--- config.mk ---
export PLATFORM = sky130hd
export DESIGN_NAME = mvcp_seq
export DESIGN_NICKNAME = d
export VERILOG_FILES = /design/src/rtl/mvcp_seq_pkg.sv /design/src/rtl/mvcp_seq_cfg.sv /design/src/rtl/mvcp_seq_cnt.sv /design/src/rtl/mvcp_seq_fsm.sv /design/src/rtl/mvcp_seq.sv
export SDC_FILE = /design/constraint.sdc
export NUM_CORES = 1
export LEC_CHECK = 0
export ABC_AREA = 1
export BUFFER_PORTS_ARGS = -buffer_cell sky130_fd_sc_hd__buf_4
export CORE_UTILIZATION = 49
export CTS_BUF_LIST = sky130_fd_sc_hd__clkbuf_8
export DETAILED_ROUTE_END_ITERATION = 6
export PLACE_DENSITY = 0.71
export SLEW_MARGIN = 15
export SYNTH_ARGS = -nofsm -noshare
export SYNTH_HDL_FRONTEND = slang
export SYNTH_SLANG_ARGS = --single-unit
--- constraint.sdc ---
create_clock -name clk -period 2.29 [get_ports clk]
set_input_delay 0.229 -clock clk [delete_from_list [all_inputs] [get_ports clk]]
set_output_delay 0.229 -clock clk [all_outputs]
set_load 0.03 [all_outputs]
--- src/rtl/mvcp_seq_pkg.sv ---
package mvcp_seq_pkg;

  typedef enum logic [2:0] {
    PH_IDLE  = 3'd0,
    PH_CLEAR = 3'd1,
    PH_LOAD  = 3'd2,
    PH_PROC  = 3'd3,
    PH_WRITE = 3'd4,
    PH_DUMP  = 3'd5
  } phase_e;

  function automatic int unsigned max3(input int unsigned a, input int unsigned b,
                                       input int unsigned c);
    int unsigned m;
    m = (a > b) ? a : b;
    return (m > c) ? m : c;
  endfunction

endpackage

--- src/rtl/mvcp_seq_cfg.sv ---
module mvcp_seq_cfg #(
  parameter int unsigned CFG_W = 16,
  parameter int unsigned LD_W  = 4,
  parameter int unsigned PR_W  = 8,
  parameter int unsigned XF_W  = 4,
  parameter int unsigned CNT_W = 8
) (
  input  logic             clk,
  input  logic             rst_n,
  input  logic             cap_i,
  input  logic [CFG_W-1:0] cfg_i,
  output logic [CNT_W-1:0] ld_last_o,
  output logic [CNT_W-1:0] pr_last_o,
  output logic [CNT_W-1:0] xf_last_o
);

  localparam int unsigned PR_LO = LD_W;
  localparam int unsigned XF_LO = LD_W + PR_W;

  logic [CFG_W-1:0] cfg_q;
  logic [LD_W-1:0]  ld_f;
  logic [PR_W-1:0]  pr_f;
  logic [XF_W-1:0]  xf_f;

  // Capture only when a start is accepted; later changes are ignored.
  always_ff @(posedge clk or negedge rst_n) begin
    if (!rst_n) begin
      cfg_q <= '0;
    end else if (cap_i) begin
      cfg_q <= cfg_i;
    end
  end

  assign ld_f = cfg_q[LD_W-1:0];
  assign pr_f = cfg_q[PR_LO +: PR_W];
  assign xf_f = cfg_q[XF_LO +: XF_W];

  // Counter preload is length minus one; a zero field counts as one cycle.
  always_comb begin
    ld_last_o = (ld_f == '0) ? '0 : CNT_W'(ld_f) - CNT_W'(1);
    pr_last_o = (pr_f == '0) ? '0 : CNT_W'(pr_f) - CNT_W'(1);
    xf_last_o = (xf_f == '0) ? '0 : CNT_W'(xf_f) - CNT_W'(1);
  end

endmodule

--- src/rtl/mvcp_seq_cnt.sv ---
module mvcp_seq_cnt #(
  parameter int unsigned W = 8
) (
  input  logic         clk,
  input  logic         rst_n,
  input  logic         load_i,
  input  logic [W-1:0] load_val_i,
  input  logic         dec_i,
  output logic         zero_o
);

  logic [W-1:0] cnt_q;
  logic [W-1:0] cnt_d;
  logic         cnt_en;

  always_comb begin
    cnt_en = load_i | dec_i;
    cnt_d  = load_i ? load_val_i : (cnt_q - W'(1));
  end

  always_ff @(posedge clk or negedge rst_n) begin
    if (!rst_n) begin
      cnt_q <= '0;
    end else if (cnt_en) begin
      cnt_q <= cnt_d;
    end
  end

  assign zero_o = (cnt_q == '0);

endmodule

--- src/rtl/mvcp_seq_fsm.sv ---
module mvcp_seq_fsm
  import mvcp_seq_pkg::*;
(
  input  logic   clk,
  input  logic   rst_n,
  input  logic   start_i,
  input  logic   stall_i,
  input  logic   cnt_zero_i,
  output phase_e state_o,
  output phase_e nxt_o,
  output logic   adv_o,
  output logic   hold_o,
  output logic   done_o
);

  phase_e st_q;
  phase_e st_d;
  logic   done_d;

  always_comb begin
    hold_o = (st_q == PH_PROC) && stall_i;

    unique case (st_q)
      PH_IDLE:  nxt_o = PH_CLEAR;
      PH_CLEAR: nxt_o = PH_LOAD;
      PH_LOAD:  nxt_o = PH_PROC;
      PH_PROC:  nxt_o = PH_WRITE;
      PH_WRITE: nxt_o = PH_DUMP;
      default:  nxt_o = PH_IDLE;
    endcase

    if (st_q == PH_IDLE) begin
      adv_o = start_i;
    end else begin
      adv_o = cnt_zero_i && !hold_o;
    end

    st_d   = adv_o ? nxt_o : st_q;
    done_d = (st_q == PH_DUMP) && adv_o;
  end

  always_ff @(posedge clk or negedge rst_n) begin
    if (!rst_n) begin
      st_q   <= PH_IDLE;
      done_o <= 1'b0;
    end else begin
      st_q   <= st_d;
      done_o <= done_d;
    end
  end

  assign state_o = st_q;

endmodule

--- src/rtl/mvcp_seq.sv ---
module mvcp_seq
  import mvcp_seq_pkg::*;
#(
  parameter int unsigned CFG_W = 16,
  parameter int unsigned LD_W  = 4,
  parameter int unsigned PR_W  = 8,
  parameter int unsigned XF_W  = 4
) (
  input  logic             clk,
  input  logic             rst_n,
  input  logic             start_i,
  input  logic [CFG_W-1:0] cfg_i,
  input  logic             stall_i,
  output logic             clr_o,
  output logic             load_o,
  output logic             run_o,
  output logic             wr_o,
  output logic             dump_o,
  output logic             busy_o,
  output logic             done_o
);

  localparam int unsigned CNT_W = max3(LD_W, PR_W, XF_W);

  phase_e           state;
  phase_e           nxt;
  logic             adv;
  logic             hold;
  logic             cnt_zero;
  logic             cnt_dec;
  logic [CNT_W-1:0] cnt_val;
  logic [CNT_W-1:0] ld_last;
  logic [CNT_W-1:0] pr_last;
  logic [CNT_W-1:0] xf_last;
  logic             cap;

  assign cap = (state == PH_IDLE) && start_i;

  mvcp_seq_cfg #(
    .CFG_W (CFG_W),
    .LD_W  (LD_W),
    .PR_W  (PR_W),
    .XF_W  (XF_W),
    .CNT_W (CNT_W)
  ) cfg_i0 (
    .clk       (clk),
    .rst_n     (rst_n),
    .cap_i     (cap),
    .cfg_i     (cfg_i),
    .ld_last_o (ld_last),
    .pr_last_o (pr_last),
    .xf_last_o (xf_last)
  );

  mvcp_seq_fsm fsm_i0 (
    .clk        (clk),
    .rst_n      (rst_n),
    .start_i    (start_i),
    .stall_i    (stall_i),
    .cnt_zero_i (cnt_zero),
    .state_o    (state),
    .nxt_o      (nxt),
    .adv_o      (adv),
    .hold_o     (hold),
    .done_o     (done_o)
  );

  // Preload for the phase being entered; clear is a single cycle.
  always_comb begin
    unique case (nxt)
      PH_LOAD:  cnt_val = ld_last;
      PH_PROC:  cnt_val = pr_last;
      PH_WRITE: cnt_val = xf_last;
      PH_DUMP:  cnt_val = xf_last;
      default:  cnt_val = '0;
    endcase
    cnt_dec = (state != PH_IDLE) && !adv && !hold;
  end

  mvcp_seq_cnt #(
    .W (CNT_W)
  ) cnt_i0 (
    .clk        (clk),
    .rst_n      (rst_n),
    .load_i     (adv),
    .load_val_i (cnt_val),
    .dec_i      (cnt_dec),
    .zero_o     (cnt_zero)
  );

  always_comb begin
    clr_o  = (state == PH_CLEAR);
    load_o = (state == PH_LOAD);
    run_o  = (state == PH_PROC) && !stall_i;
    wr_o   = (state == PH_WRITE);
    dump_o = (state == PH_DUMP);
    busy_o = (state != PH_IDLE);
  end

endmodule

==> impl_results.md <==
- CTS H-Tree Depth: 1
- Post-synth EDFFs: 0
- Clock transition at path regs: 0.10 ns
- Number of buffers created by CTS: 3
- # nets final: 305
- DR iter-0 viols: 146
- Vias per cell: 4.94
- Overflow after GRT: 0
- CTS tree: built
- Fin crit share: 0.933
- Worst EP required: 2.50 ns
- Core area: 3690 sq um
- CTS max path bufs: 2
- Dpl cell area: 2120 sq um
- Via count: 1616
- Row count: 22
- CP Launch Point: fsm_i0.state_o[0]$_DFFE_PN0P_
- CP Launch Type: flip-flop
- Tightest Pin Transition: 0.360 ns
- Hold wc startpoint: cfg_i[14]
- Final wirelength: 3640 um
- Pre-CTS setup slack: 0.200 ns
- Max-slew headroom: 0.760
- F_max: 468 MHz
- Area grow syn2layout: 16.5%
- Die Width: 64.0 um
- CP cell instances: inv_1, nand3_1, o21ai_4, inv_1, ha_1, inv_1, nand4_1, nor3_1, nand3_1, nand2_1, nand2_1, nand2_1
- Synthesized area: 1890 sq um
- Ys Warns: 0
- Iteration count of the initial detailed-routing pass: 6
- Post-synthesis net count: 276
- PwrDens: 1400 nW/um^2
- Tmin final: 2.14 ns
- Final setup vio count: 0
- PnR worst setup slack: 0.154 ns
- Diodes inserted: 0
- Skew-Pair Late Insertion Delay: 0.27 ns
- Design area: 2200 sq um
- Port buffer count: 26
- Share of layout cells above drive strength 1: 0.237
- Synth Instances: 251
- Sequential area share after synthesis: 0.372
- Largest net degree at the start of global routing: 32
- Top FF cell, synth: dfrtp_1
- FF+latch count, synth: 28
- First-pass GRT wire length: 6420 um
- Top cell type by total area after synthesis: dfrtp_1
- Root Buffer: clkbuf_8
- Asr flop ratio synth: 1.00
- Die ar.: 4100 sq um
- Crit Path Max Fanout: 7
- Initial Utilization: 0.511
- Status: completed
- GRT Total Usage: 0.198
- Sink Count: 28
- Most instantiated cells after synthesis: 50 x nand2_1, 42 x nor2_1, 31 x inv_1, 28 x dfrtp_1, 24 x nand3_1
- Initial antenna violation count: 0
- Slowest cell on crit path: dfrtp_2
- DIE HEIGHT: 64.0 um
- Crit path DAT: 2.35 ns
- Fin util: 0.596
- Main area contributors after synthesis: dfrtp_1 37%, nand2_1 10%, nor2_1 8.4%, nand3_1 6.4%, inv_1 6.2%
- Library cells used by synthesis: 31
- Final Hold Fails: 0
- Post-synth top area share: 0.372
- Final Max Slew Viols: 0
- Routed Antenna Nets: 0
- WL/cell: 11.1 um
- # IOs: 27
- CP Capture Type: flip-flop
- # DRC: 0
- Worst Skew: 0.00742 ns
- Critical Setup Path Class: reg -> reg
- Vias in the first global route: 1494
- Unrepaired setup endpoints after global routing: true
- Gpl congestion: 0.818
- CP max stage delay: 0.49 ns
- Final HPWL DP: 2710 um
- Peak supply drop: 0.516 mV
- # Max-Cap Violations: 0
- Reg2Reg Launch Point: fsm_i0.state_o[0]$_DFFE_PN0P_
- Count leader, synth: nand2_1
- Syn avg cell area: 7.51 sq um
- P_leak: 1.10 nW
- Hold Crit Class: in -> reg
-- path summary, 6_finish.rpt --
kind | end | slack [ns] | depth (start not counted)
min | cfg_i0.cfg_q[14]$_DFFE_PN0P_ | 0.17 | 2
max reg2reg | cnt_i0.cnt_q[5]$_DFFE_PN0P_ | 0.15 | 12
max in group asynchronous | fsm_i0.state_o[2]$_DFFE_PN0P_ | 1.62 | 2
min in group asynchronous | fsm_i0.done_o$_DFF_PN0_ | 0.39 | 2
max | cnt_i0.cnt_q[5]$_DFFE_PN0P_ | 0.15 | 12
min reg2reg | cnt_i0.cnt_q[0]$_DFFE_PN0P_ | 0.53 | 2
-- area by class of cell --
class	instances	area, sq um
clock buffers	4	55.1
fillers	347	1490
inverters	34	133
multi-input cells	185	1030
flip-flops and latches	28	704
well taps	48	60.1
repair buffers	28	213
-- power breakdown --
part | switching (mW) | internal, mW
logic | 1.15 | 0.679
registers | 0.216 | 0.732
clock network | 0.154 | 0.154
total | 1.52 | 1.56
-- cell families after synthesis --
kind of cell | after synthesis | share of synthesized area
mux | 2 | 0.0139
buf+inv | 38 | 0.0902
compound gates | 34 | 0.116
flops | 28 | 0.372
xor+xnor | 9 | 0.0418
fa+ha+maj | 5 | 0.0332
simple gates | 135 | 0.333
-- worst max-delay path: cells and delay by family, from the launching register on --
kind / cells / cell delay [ns]
AOI/OAI and AO/OA: 1 / 0.15
and+or+nand+nor: 7 / 0.92
DFF: 1 / 0.49
adders and majority gates: 1 / 0.21
buffers and inverters: 3 / 0.30
-- sequential cells by signal, indices dropped and copies added, names as in the netlist --
register / count
cnt_i0.cnt_q: 8
fsm_i0.done_o: 1
cfg_i0.cfg_q: 16
fsm_i0.state_o: 3
-- per-layer routing --
layer	part of all wire	vias up	routed length [um]	global-route usage
li1	-	854	-	-
met1	0.49	728	1800	0.275
met2	0.47	32	1700	0.326
met3	0.033	2	119	0.0268
met4	0.0060	0	22	0.0426
met5	0	-	0	0
-- cell usage in the layout, fill, tap and decap left out, types with 3 or more instances in the layout --
cell type / n
nand2_1: 50
nor2_1: 42
inv_1: 31
buf_4: 27
dfrtp_1: 25
nand3_1: 24
a21oi_1: 17
xor2_1: 6
a21oi_2: 6
o21ai_2: 6
ha_1: 5
clkbuf_8: 4
nor3_2: 3
nand2_2: 3
nand2_4: 3
xnor2_1: 3
dfrtp_2: 3
-- through the flow --
stage               setup TNS [ns]  hold slack, ns  cells  total power [mW]
floorplan                        0         -0.0666    251              2.41
global placement                 0           0.170    322              2.74
detailed placement               0           0.171    322              2.76
CTS                              0           0.174    327              3.08
global route               -0.0181           0.170    327              3.40
finish                           0           0.174    327              3.09
-- timing repair --
| item | in CTS | in global routing |
|---|---|---|
| buffers inserted | 0 | 0 |
| endpoints found under the hold margin | 28 | 0 |
| gates resized for setup | 0 | 5 |
| setup endpoints to repair | 0 | 4 |
| hold buffers | 1 | 0 |
(Power assumes the default switching activity.)
